File: src/rtl/sync_line_pkg.sv
package sync_line_pkg;

    typedef enum logic [1:0] {
        M_IDLE = 2'd0,
        M_LOW  = 2'd1,
        M_HIGH = 2'd2
    } mstate_t;

    typedef enum logic [1:0] {
        D_HUNT = 2'd0,
        D_LOW  = 2'd1,
        D_HIGH = 2'd2
    } dstate_t;

    typedef enum logic {
        SYM_SYNC  = 1'b0,
        SYM_DATA0 = 1'b1
    } sym_t;

    // True when width lies within [lo_pct, hi_pct] percent of period.
    function automatic logic pct_within(input int unsigned width,
                                        input int unsigned period,
                                        input int unsigned lo_pct,
                                        input int unsigned hi_pct);
        return (width * 100 >= period * lo_pct) && (width * 100 <= period * hi_pct);
    endfunction

endpackage

File: src/rtl/sync_line_sync.sv
module sync_line_sync #(
    parameter int STAGES = 2
) (
    input  logic clk,
    input  logic rst_n,
    input  logic line_i,
    output logic line_s_o,
    output logic fall_o,
    output logic rise_o
);

    // sh[0] is the newest sample; sh[STAGES] holds the previous synchronised level.
    logic [STAGES:0] sh;

    always_ff @(posedge clk or negedge rst_n) begin
        if (!rst_n) begin
            sh <= '1;
        end else begin
            sh <= {sh[STAGES-1:0], line_i};
        end
    end

    assign line_s_o = sh[STAGES-1];
    assign fall_o   = sh[STAGES] & ~sh[STAGES-1];
    assign rise_o   = ~sh[STAGES] & sh[STAGES-1];

endmodule

File: src/rtl/sync_master_gen.sv
module sync_master_gen
    import sync_line_pkg::*;
#(
    parameter int PERIOD_CYC = 100,
    parameter int SEL_W      = 5
) (
    input  logic             clk,
    input  logic             rst_n,
    input  logic             phase_mode_i,
    input  logic [SEL_W-1:0] phase_sel_i,
    input  logic             sym_tx_i,
    output logic             drive_o
);

    localparam int PW     = $clog2(PERIOD_CYC + 1);
    localparam int SYNC_W = PERIOD_CYC / 4;
    localparam int DATA_W = (3 * PERIOD_CYC) / 4;
    localparam logic [PW-1:0] PER_C  = PW'(PERIOD_CYC);
    localparam logic [PW-1:0] SYNC_C = PW'(SYNC_W);
    localparam logic [PW-1:0] DATA_C = PW'(DATA_W);

    mstate_t         state, nxt;
    logic [PW-1:0]   pc;
    logic [PW-1:0]   width;
    logic            is_master;
    logic            start;

    assign is_master = !phase_mode_i && (phase_sel_i == '0);
    assign start     = is_master &&
                       ((state == M_IDLE) || (state == M_HIGH && pc == PER_C));

    // State register
    always_ff @(posedge clk or negedge rst_n) begin
        if (!rst_n) begin
            state <= M_IDLE;
        end else begin
            state <= nxt;
        end
    end

    // Next-state logic: start, width-done, period-end, release
    always_comb begin
        nxt = state;
        unique case (state)
            M_IDLE: nxt = is_master ? M_LOW : M_IDLE;
            M_LOW:  begin
                if (!is_master)        nxt = M_IDLE;
                else if (pc == width)  nxt = M_HIGH;
                else                   nxt = M_LOW;
            end
            M_HIGH: begin
                if (!is_master)        nxt = M_IDLE;
                else if (pc == PER_C)  nxt = M_LOW;
                else                   nxt = M_HIGH;
            end
            default: nxt = M_IDLE;
        endcase
    end

    // Period counter and symbol latch
    always_ff @(posedge clk or negedge rst_n) begin
        if (!rst_n) begin
            pc    <= '0;
            width <= SYNC_C;
        end else if (start) begin
            pc    <= PW'(1);
            width <= sym_tx_i ? DATA_C : SYNC_C;
        end else if (state != M_IDLE) begin
            pc    <= pc + PW'(1);
        end
    end

    // Output logic
    always_comb begin
        drive_o = (state == M_LOW);
    end

endmodule

File: src/rtl/sync_pulse_decoder.sv
module sync_pulse_decoder
    import sync_line_pkg::*;
#(
    parameter int PERIOD_CYC   = 100,
    parameter int PER_MIN_CYC  = 95,
    parameter int PER_MAX_CYC  = 106,
    parameter int SYNC_MIN_PCT = 22,
    parameter int SYNC_MAX_PCT = 28,
    parameter int DATA_MIN_PCT = 72,
    parameter int DATA_MAX_PCT = 78
) (
    input  logic clk,
    input  logic rst_n,
    input  logic line_s_i,
    input  logic fall_i,
    input  logic rise_i,
    output logic tick_o,
    output logic sym_valid_o,
    output logic sym_o,
    output logic sym_err_o,
    output logic lost_o
);

    localparam int LOS_CYC = (3 * PERIOD_CYC) / 2;
    localparam int CW      = $clog2(LOS_CYC + 2);
    localparam logic [CW-1:0] LOS_C  = CW'(LOS_CYC);
    localparam logic [CW-1:0] PMIN_C = CW'(PER_MIN_CYC);
    localparam logic [CW-1:0] PMAX_C = CW'(PER_MAX_CYC);

    dstate_t        state, nxt;
    logic [CW-1:0]  since;
    logic [CW-1:0]  low_w;
    logic           timeout;
    logic           emit;
    logic           is_data;
    logic           per_ok;
    logic           wid_ok;

    assign timeout = (since >= LOS_C);
    assign emit    = fall_i && (state == D_HIGH);

    // State register
    always_ff @(posedge clk or negedge rst_n) begin
        if (!rst_n) begin
            state <= D_HUNT;
        end else begin
            state <= nxt;
        end
    end

    // Next-state logic: acquire, rise, next-fall, timeout
    always_comb begin
        nxt = state;
        unique case (state)
            D_HUNT: nxt = fall_i ? D_LOW : D_HUNT;
            D_LOW:  begin
                if (timeout)      nxt = D_HUNT;
                else if (rise_i)  nxt = D_HIGH;
                else              nxt = D_LOW;
            end
            D_HIGH: begin
                if (fall_i)       nxt = D_LOW;
                else if (timeout) nxt = D_HUNT;
                else              nxt = D_HIGH;
            end
            default: nxt = D_HUNT;
        endcase
    end

    // Edge-to-edge and low-time counters
    always_ff @(posedge clk or negedge rst_n) begin
        if (!rst_n) begin
            since <= '0;
            low_w <= '0;
        end else if (fall_i) begin
            since <= CW'(1);
            low_w <= CW'(1);
        end else if (state != D_HUNT) begin
            if (!(&since)) since <= since + CW'(1);
            if (state == D_LOW && !line_s_i && !(&low_w)) low_w <= low_w + CW'(1);
        end
    end

    // Classification of the period just closed
    always_comb begin
        is_data = ({1'b0, low_w} << 1) >= {1'b0, since};
        per_ok  = (since >= PMIN_C) && (since <= PMAX_C);
        if (is_data) begin
            wid_ok = pct_within(32'(low_w), 32'(since), DATA_MIN_PCT, DATA_MAX_PCT);
        end else begin
            wid_ok = pct_within(32'(low_w), 32'(since), SYNC_MIN_PCT, SYNC_MAX_PCT);
        end
    end

    // Registered strobes
    always_ff @(posedge clk or negedge rst_n) begin
        if (!rst_n) begin
            tick_o      <= 1'b0;
            sym_valid_o <= 1'b0;
            sym_o       <= SYM_SYNC;
            sym_err_o   <= 1'b0;
        end else begin
            tick_o      <= fall_i;
            sym_valid_o <= emit;
            sym_o       <= emit ? (is_data ? SYM_DATA0 : SYM_SYNC) : SYM_SYNC;
            sym_err_o   <= emit && !(per_ok && wid_ok);
        end
    end

    // Output logic
    always_comb begin
        lost_o = (state == D_HUNT);
    end

endmodule

File: src/rtl/sync_line_codec.sv
module sync_line_codec #(
    parameter int PERIOD_CYC  = 100,
    parameter int PER_MIN_CYC = 95,
    parameter int PER_MAX_CYC = 106,
    parameter int SEL_W       = 5
) (
    input  logic             clk,
    input  logic             rst_n,
    input  logic             phase_mode_i,
    input  logic [SEL_W-1:0] phase_sel_i,
    input  logic             sym_tx_i,
    input  logic             line_i,
    output logic             line_pull_low_o,
    output logic             tick_o,
    output logic             sym_valid_o,
    output logic             sym_o,
    output logic             sym_err_o,
    output logic             lost_o
);

    logic line_s;
    logic fall;
    logic rise;

    sync_master_gen #(
        .PERIOD_CYC (PERIOD_CYC),
        .SEL_W      (SEL_W)
    ) u_tx (
        .clk          (clk),
        .rst_n        (rst_n),
        .phase_mode_i (phase_mode_i),
        .phase_sel_i  (phase_sel_i),
        .sym_tx_i     (sym_tx_i),
        .drive_o      (line_pull_low_o)
    );

    sync_line_sync #(
        .STAGES (2)
    ) u_sync (
        .clk      (clk),
        .rst_n    (rst_n),
        .line_i   (line_i),
        .line_s_o (line_s),
        .fall_o   (fall),
        .rise_o   (rise)
    );

    sync_pulse_decoder #(
        .PERIOD_CYC  (PERIOD_CYC),
        .PER_MIN_CYC (PER_MIN_CYC),
        .PER_MAX_CYC (PER_MAX_CYC)
    ) u_rx (
        .clk         (clk),
        .rst_n       (rst_n),
        .line_s_i    (line_s),
        .fall_i      (fall),
        .rise_i      (rise),
        .tick_o      (tick_o),
        .sym_valid_o (sym_valid_o),
        .sym_o       (sym_o),
        .sym_err_o   (sym_err_o),
        .lost_o      (lost_o)
    );

endmodule

File: config.mk
export PLATFORM = sky130hd
export DESIGN_NAME = sync_line_codec
export DESIGN_NICKNAME = d
export VERILOG_FILES = /design/src/rtl/sync_line_pkg.sv /design/src/rtl/sync_line_sync.sv /design/src/rtl/sync_master_gen.sv /design/src/rtl/sync_pulse_decoder.sv /design/src/rtl/sync_line_codec.sv
export SDC_FILE = /design/constraint.sdc
export NUM_CORES = 1
export LEC_CHECK = 0
export ABC_AREA = 1
export BUFFER_PORTS_ARGS = -buffer_cell sky130_fd_sc_hd__buf_2
export CORE_AREA = 10 10 170 172
export DETAILED_ROUTE_END_ITERATION = 10
export DIE_AREA = 0 0 180 182
export PLACE_DENSITY = 0.35
export SYNTH_ARGS = -nofsm -noshare
export SYNTH_HDL_FRONTEND = slang
export SYNTH_SLANG_ARGS = --single-unit
File: constraint.sdc
create_clock -name clk -period 13 [get_ports clk]
set_input_delay 2.6 -clock clk [delete_from_list [all_inputs] [get_ports clk]]
set_output_delay 2.6 -clock clk [all_outputs]
set_load 0.05 [all_outputs]
==> flow_summary.ini, run 1 <==
[status]
outcome = completed

[sta]
rsz0062_at_grt = no
max_clock_freq_mhz = 207.1
setup_violations = 0
finalWorstSetupSlack_ns = 8.170
drv_slew = 0
period_share_pct = 37.15
slew-limit-headroom_pct = 42.86
fin_skew_ns = 0.005521
worst_pin_slew_ns = 0.8571
layout_min_cycle_time_ns = 4.830
finalHoldViolations = 0
tns_ns = 0

[power]
p_leak_nw = 3.424
switching_share_pct = 54.21
pwr-share-seq_pct = 14.1
p_clk_share_pct = 10.2
power.density_nw_per_um2 = 187.9
peakVddDrop_mv = 0.1348
combPwrFrac_pct = 75.6
p_switching_mw = 0.6561
internal_power_mw = 0.5543

[critical_path]
crit_required_ns = 13.17
reg2reg_slack_ns = 8.17
crit_path_max_fanout = 12
critical_path_class = flip-flop to flip-flop
end_kind = flip-flop
worstReg2RegStart = u_rx.since[4]
reg2regPathDepth = 23
worstReg2RegEnd = u_rx.sym_err_o
start_kind = flip-flop
crit_arrival_ns = 5.00

[finish]
n_antenna_cell = 0
finalNetCount = 924
fin_area_um2 = 6441
drive_gt1_share_pct = 8.491
fin_util_pct = 25.15
area_growth_pct = 11.31

[route]
drt_first_pass_iters = 4
drtAntennaViolNets = 0
vias = 4573
wire_per_inst_um = 14.28
route.detailed.drc = 0
drt_iter0_drc = 187
wirelength_mm = 15.38
via_per_inst = 4.246

[global_routing]
grt_usage_pct = 9.647
grt_pass1_vias = 4761
grt_pass1_wl_mm = 25.94
antenna_found_initial = 0
grt_max_degree = 37
grt_overflow = 0

[placed_design]
place.gp.congestion = 0.7692
pre_cts_ws_ns = 8.124
io_buffers = 15
placed_area_um2 = 6291
hpwlAfterDp_mm = 12.92

[clocking]
cts-root-buf = clkbuf_16
cts_setup_buffers = 0
clock_tree.htree_level_count = 2
cts_buffers = 5
clock-sinks = 36
cts_resized = 0
worstSkewPairLatency_ns = 0.28
cts_hold_buf = 0
clk_pin_slew_ns = 0.06
cts_max_path_buffers = 2
cts_tree = done

[job]
maxCapViolCount = 0

[floorplan]
coreArea_um2 = 25620
die_y_um = 182
die_area_um2 = 32760
rows = 59
die_x_um = 180
ios = 16
initial_core_util_pct = 22.59

[yosys]
netlist_instances = 718
async_flop_share_pct = 100.0
syn_nets = 901
synth_area_um2 = 5787
synth_ff_type = dfrtp_1
synthDistinctLibCells = 45
synth_edf_count = 0
ys_ff_latch = 36
yosysWarnings = 0
yosysSeqAreaShare_pct = 15.65
avgSynthCellArea_um2 = 8.060

[hold_path]
hold_path_startpoint = u_sync.sh[0]
min_path_type = flip-flop to flip-flop
holdPathEnd = u_sync.sh[1]
hold_path_depth = 0
## power by group through the flow
stage / clock (mW) / sequential, mW / combinational, mW
finish: 0.124 / 0.171 / 0.916
global route: 0.135 / 0.175 / 1.09
CTS: 0.129 / 0.172 / 0.944
detailed placement: 0 / 0.174 / 0.938
global placement: 0 / 0.175 / 0.943
floorplan: 0 / 0.166 / 0.654
## area by class of cell
cell class              instances  area (um^2)
fillers                      2818        19170
multi-input cells             556         4407
flip-flops and latches         36        905.9
inverters                     125        469.2
well taps                     335        419.2
clock buffers                   7        142.6
repair buffers                 17        90.09
clock inverters                 1        7.507
## cell families (layout without fill, tap and decap cells)
kind of cell	Yosys count	in the layout	share of synthesized area [%]
AOI/OAI and AO/OA	141	141	13.97
and+or+nand+nor	211	211	17.10
buffers and inverters	126	150	8.195
DFF	36	36	15.65
adders and majority gates	173	173	40.39
xor gates and xnor gates	31	31	4.692
## how the worst max path moves through the flow
stage | slack, ns | cells after the start | from | end
after floorplan | 8.78 | 23 | u_rx.since[6] | u_rx.sym_err_o
after global placement | 8.22 | 23 | u_rx.since[4] | u_rx.sym_err_o
after detailed placement | 8.12 | 23 | u_rx.since[4] | u_rx.sym_err_o
after CTS | 8.11 | 23 | u_rx.since[4] | u_rx.sym_err_o
after global routing | 7.80 | 23 | u_rx.since[4] | u_rx.sym_err_o
final | 8.17 | 23 | u_rx.since[4] | u_rx.sym_err_o
## placed cells by master, fill, tap and decap left out, drive strengths merged, types with 16 or more instances in the layout
cell type / instances
ha: 150
xor2: 22
dfrtp: 32
nand2: 121
inv: 125
a21oi: 71
fa: 23
nor3: 16
nand3: 22
o21ai: 46
nor2: 36
buf: 17
## routing by layer
layer / track usage [%] / part of all wire, % / vias up
li1: - / - / 2450
met1: 13.28 / 51 / 2079
met2: 15.85 / 45 / 32
met3: 1.074 / 1.8 / 12
met4: 1.985 / 1.5 / 0
met5: 0 / 0 / -
## critical path: stages, from the launching register on
cell and delay (ns):
dfrtp_1 0.76, fa_1 0.55, ha_1 0.29, inv_1 0.05, fa_1 0.52, inv_1 0.04
ha_1 0.33, inv_1 0.08, o31ai_2 0.25, nand2_1 0.08, nand2_1 0.08, a21oi_2 0.07
o21ai_2 0.14, and2_1 0.14, o21ai_1 0.06, ha_1 0.37, a21oi_1 0.16, o21ai_0 0.09
a21oi_1 0.13, nand2_1 0.07, nand2_1 0.06, o21ai_0 0.12, a21oi_1 0.19, a21oi_2 0.07
## cells in the mapped netlist, types with 2 or more instances
cell type	count	share of area, %
ha_1	150	32
inv_1	122	7.9
nand2_1	114	7.4
a21oi_1	66	5.7
o21ai_0	37	3.2
dfrtp_1	32	14
nor2_1	27	1.8
fa_1	23	8.0
xor2_1	22	3.3
nand3_1	18	1.6
nor3_1	14	1.2
nand4_1	9	0.97
xnor2_1	9	1.4
o21ai_1	8	0.69
nand2_2	7	0.76
nor2_2	7	0.76
a21oi_2	5	0.76
o21bai_1	5	0.65
dfstp_2	4	1.8
a21o_1	3	0.39
a31oi_1	3	0.32
inv_2	3	0.19
o21a_1	3	0.39
a211oi_1	2	0.26
nand3_2	2	0.35
nand3_4	2	0.61
nor3_2	2	0.35
o2111ai_1	2	0.30
## sequential cells by signal, summed over array words and instances (netlist names)
signal / count
u_rx.sym_err_o: 1
u_rx.state: 2
u_rx.sym_o: 1
u_rx.low_w: 8
u_tx.pc: 7
u_rx.tick_o: 1
u_sync.sh: 3
u_rx.since: 8
u_tx.width: 2
u_rx.sym_valid_o: 1
u_tx.state: 2
## stage by stage
| step | cells | power, mW | hold WS [ns] |
|---|---|---|---|
| global placement | 1069 | 1.117 | 0.3455 |
| global route | 1077 | 1.398 | 0.3608 |
| detailed placement | 1069 | 1.112 | 0.3473 |
| floorplan | 718 | 0.8199 | 0.3452 |
| finish | 1077 | 1.210 | 0.3535 |
| CTS | 1077 | 1.245 | 0.3554 |
Note: power is estimated with default switching activity, not from simulation.
==> run 2: changes to the inputs <==
- PLACE_DENSITY: 0.35 -> 0.37
- clock period: 13 -> 4.42 ns (I/O delays scaled with it)
==> flow_summary.ini, run 2 (synthesis results as in run 1) <==
[sta]
setup_violations = 0
period_share_pct = 95.10
fin_skew_ns = 0.009756
slew-limit-headroom_pct = 40.85
drv_slew = 0
max_clock_freq_mhz = 237.9
tns_ns = 0
rsz0062_at_grt = yes
worst_pin_slew_ns = 0.8872
layout_min_cycle_time_ns = 4.204
finalHoldViolations = 0

[power]
power.density_nw_per_um2 = 563.6
p_clk_share_pct = 11.0
pwr-share-seq_pct = 12.3
p_total_mw = 3.815
combPwrFrac_pct = 76.6
p_leak_nw = 3.574
switching_share_pct = 52.73
p_switching_mw = 2.011
peakVddDrop_mv = 0.3436
internal_power_mw = 1.803

[clocking]
clk_pin_slew_ns = 0.07
cts_max_path_buffers = 2
cts_buffers = 5
cts_tree = done
clock_tree.htree_level_count = 2
cts_hold_buf = 0
worstSkewPairLatency_ns = 0.29
cts-root-buf = clkbuf_16
clock-sinks = 36

[hold_path]
min_path_type = flip-flop to flip-flop
holdPathEnd = u_sync.sh[1]
hold_path_startpoint = u_sync.sh[0]
hold_path_depth = 0

[route]
drtAntennaViolNets = 0
via_per_inst = 4.302
wirelength_mm = 16.20
vias = 4745
drt_iter0_drc = 189
drt_first_pass_iters = 4
route.detailed.drc = 0
wire_per_inst_um = 14.69

[critical_path]
start_kind = flip-flop
crit_arrival_ns = 4.38
reg2regPathDepth = 22
end_kind = flip-flop
crit_path_max_fanout = 4
worstReg2RegEnd = u_rx.sym_err_o
worstReg2RegStart = u_rx.since[5]
critical_path_class = flip-flop to flip-flop
reg2reg_slack_ns = 0.22
crit_required_ns = 4.60

[finish]
seq_area_um2 = 905.9
drive_gt1_share_pct = 14.06
fillers = 2816
fin_area_um2 = 6768
finalNetCount = 950
n_antenna_cell = 0
top_regs = u_rx.low_w (8), u_rx.since (8), u_tx.pc (7)
multiInputGateArea_um2 = 4502
final_common_cell = ha_1
area_growth_pct = 16.95
final_cell_mix = ha_1, inv_1, nand2_1

[global_routing]
grt_overflow = 0
grt_pass1_vias = 4785
grt_usage_pct = 9.899
antenna_found_initial = 0
grt_pass1_wl_mm = 26.17
grt_max_degree = 37

[floorplan]
die_area_um2 = 32760
die_x_um = 180
initial_core_util_pct = 22.59
coreArea_um2 = 25620
rows = 59
ios = 16
die_y_um = 182

[status]
outcome = completed

[placed_design]
io_buffers = 15
hpwlAfterDp_mm = 13.66
placed_area_um2 = 6476
place.gp.congestion = 0.8006

[job]
maxCapViolCount = 0
## run 2: changes by cell type in the layout (fill, tap and decap cells not counted), sizes merged
| cell | previous run | this run |
|---|---|---|
| clkbuf | 7 | 5 |
| clkinv | 0 | 1 |
| bufinv | 0 | 1 |
| buf | 17 | 43 |
## run 2: how the worst max path moves through the flow
stage                   from        endpoint  slack, ns
2_1_floorplan  u_rx.since[6]  u_rx.sym_err_o       0.20
3_3_place_gp   u_rx.since[4]  u_rx.sym_err_o       0.09
3_5_place_dp   u_rx.since[4]  u_rx.sym_err_o       0.06
4_1_cts        u_rx.since[4]  u_rx.sym_err_o       0.04
5_1_grt        u_rx.since[5]  u_rx.sym_err_o       -0.1
6_report       u_rx.since[5]  u_rx.sym_err_o       0.22
## run 2: timing repair
item                       in CTS  in global routing
setup endpoints to repair       0                  1
resized for setup               0                 26
buffers inserted                0                  3
## run 2: worst max-delay path: stages, from the launching register on
cell	delay, ns
dfrtp_1	0.42
fa_1	0.50
ha_1	0.31
inv_2	0.04
fa_1	0.54
inv_2	0.04
ha_4	0.30
inv_4	0.04
o31ai_4	0.23
nand2_1	0.10
nand2_2	0.07
a21oi_2	0.06
o21ai_2	0.17
and2_4	0.17
o21ai_4	0.05
ha_4	0.28
nand4_1	0.09
nor3_2	0.20
nand2_1	0.07
nand2_1	0.10
o21ai_2	0.07
a21oi_2	0.15
a21oi_2	0.06
## run 2: layer usage
layer  global-route usage [%]  share of wire (%)  vias up
li1                         -                  -     2508
met2                    16.74                 47       38
met1                    13.58                 51     2194
met5                        0                  0        -
met3                    1.093                2.0        5
met4                    1.092               0.39        0
## run 2: stage by stage
stage	hold WS [ns]	util [%]	std cells	worst slack (ns)
2_1_floorplan	0.3452	-	718	0.2041
3_3_place_gp	0.3466	25.28	1092	0.08543
3_5_place_dp	0.3476	25.28	1092	0.06251
4_1_cts	0.3607	25.94	1100	0.03582
5_1_grt	0.3644	26.42	1103	-0.09835
6_report	0.3621	26.42	1103	0.2165
## run 2: power by group through the flow
stage	logic, mW	clock network [mW]	registers, mW
3_3_place_gp	2.87	0	0.481
6_report	2.92	0.420	0.471
4_1_cts	2.87	0.433	0.476
5_1_grt	3.42	0.442	0.484
2_1_floorplan	1.92	0	0.487
3_5_place_dp	2.85	0	0.481
## run 2: area by class of cell
class	instances	area share [%]
clock inverters	3	0.6286
clock buffers	5	1.849
inverters	125	6.970
well taps	335	6.193
repair buffers	43	4.456
flip-flops and latches	36	13.39
multi-input cells	556	66.52
==> run 3: changes to the inputs <==
- CORE_AREA: 10 10 170 172 -> 10 10 195 151
- DIE_AREA: 0 0 180 182 -> 0 0 205 161
- PLACE_DENSITY: 0.37 -> 0.36
==> flow_summary.ini, run 3 (synthesis results as in run 1) <==
[finish]
multiInputGateArea_um2 = 4446
fillers = 2802
fin_util_pct = 26.27
seq_area_um2 = 905.9
area_growth_pct = 16.17
final_common_cell = ha_1
n_antenna_cell = 0
fin_area_um2 = 6723
finalNetCount = 954
final_cell_mix = ha_1, inv_1, nand2_1
drive_gt1_share_pct = 13.21
top_regs = u_rx.low_w (8), u_rx.since (8), u_tx.pc (7)

[sta]
slew-limit-headroom_pct = 52.70
drv_slew = 0
max_clock_freq_mhz = 235.0
setup_violations = 0
whs_ns = 0.3698
tns_ns = 0
worst_pin_slew_ns = 0.7072
rsz0062_at_grt = yes
fin_skew_ns = 0.01368
layout_min_cycle_time_ns = 4.255
period_share_pct = 96.27
finalHoldViolations = 0
finalWorstSetupSlack_ns = 0.1649

[floorplan]
ios = 16
coreArea_um2 = 25590
initial_core_util_pct = 22.62
rows = 51
die_y_um = 161
die_x_um = 205
die_area_um2 = 33010

[hold_path]
hold_path_depth = 0
holdPathEnd = u_sync.sh[1]
min_path_type = flip-flop to flip-flop
hold_path_startpoint = u_sync.sh[0]

[clocking]
cts_max_path_buffers = 2
cts_hold_buf = 0
clock_tree.htree_level_count = 2
worstSkewPairLatency_ns = 0.29
cts-root-buf = clkbuf_16
clk_pin_slew_ns = 0.07
cts_buffers = 5
cts_tree = done
clock-sinks = 36

[critical_path]
end_kind = flip-flop
critical_path_class = flip-flop to flip-flop
reg2reg_slack_ns = 0.16
reg2regPathDepth = 22
crit_required_ns = 4.60
worstReg2RegStart = u_rx.since[5]
worstReg2RegEnd = u_rx.sym_err_o
crit_arrival_ns = 4.43
crit_path_max_fanout = 4
start_kind = flip-flop

[route]
drtAntennaViolNets = 0
drt_first_pass_iters = 5
via_per_inst = 4.228
wire_per_inst_um = 14.86
vias = 4718
drt_iter0_drc = 215
wirelength_mm = 16.58
route.detailed.drc = 0

[global_routing]
grt_pass1_wl_mm = 26.66
grt_overflow = 0
grt_max_degree = 37
antenna_found_initial = 0
grt_pass1_vias = 4617
grt_usage_pct = 10.22

[placed_design]
placed_area_um2 = 6497
place.gp.congestion = 0.7797
hpwlAfterDp_mm = 14.11
pre_cts_ws_ns = 0.03727
io_buffers = 15

[power]
peakVddDrop_mv = 0.1617
p_leak_nw = 3.585
power.density_nw_per_um2 = 543.5

[status]
outcome = completed

[job]
maxCapViolCount = 0
## run 3: cell types whose count changed in the layout (fill, tap and decap cells not counted), moves of 2 or more
cell	delta
a21oi_1	+3
a21oi_2	-2
buf_4	+5
inv_1	+2
o21ai_1	+2
## run 3: worst max-delay path by stage
stage | slack (ns) | from | cells after the start | endpoint
floorplan | 0.20 | u_rx.since[6] | 23 | u_rx.sym_err_o
global placement | 0.08 | u_rx.since[4] | 23 | u_rx.sym_err_o
detailed placement | 0.04 | u_rx.since[4] | 23 | u_rx.sym_err_o
CTS | 0.03 | u_rx.since[4] | 23 | u_rx.sym_err_o
global route | -0.15 | u_rx.since[5] | 23 | u_rx.sym_err_o
finish | 0.16 | u_rx.since[5] | 22 | u_rx.sym_err_o
## run 3: routing by layer
metal,track usage [%],vias to the layer above,part of all wire (%)
li1,-,2510,-
met1,16.55,2174,58
met2,14.05,27,39
met3,1.200,7,2.1
met4,1.200,0,0.48
met5,0,-,0
## run 3: where the power goes
part / switching [mW] / internal [mW]
registers: 0.0701 / 0.388
clock network: 0.153 / 0.226
logic: 1.69 / 1.12
total: 1.92 / 1.74
## run 3: critical path: stages (launching register included)
cell	delay (ns)
dfrtp_1	0.42
buf_6	0.14
fa_1	0.52
ha_1	0.30
inv_1	0.05
fa_1	0.52
inv_1	0.04
ha_1	0.35
nand2_1	0.10
nand2_2	0.06
a21oi_2	0.18
o21ai_2	0.09
buf_4	0.13
xor2_1	0.13
ha_1	0.30
a21oi_1	0.16
o21ai_1	0.08
a21oi_1	0.12
nand2_1	0.06
nand2_1	0.05
o21ai_1	0.07
a21oi_1	0.18
a21oi_2	0.07
## run 3: what timing repair did
item	CTS	global route
endpoints found under the setup margin	0	1
resized for setup	0	13
setup buffers	0	4
## run 3: area by class of cell
type,instances,area share [%]
clock buffers,6,2.066
clock inverters,2,0.2047
inverters,125,6.979
multi-input cells,556,66.13
flip-flops and latches,36,13.47
well taps,344,6.402
repair buffers,47,4.746
## run 3: through the flow
step,cells,power (mW)
6_report,1116,3.654
5_1_grt,1116,4.173
4_1_cts,1112,3.658
3_5_place_dp,1104,3.240
3_3_place_gp,1104,3.280
2_1_floorplan,718,2.411
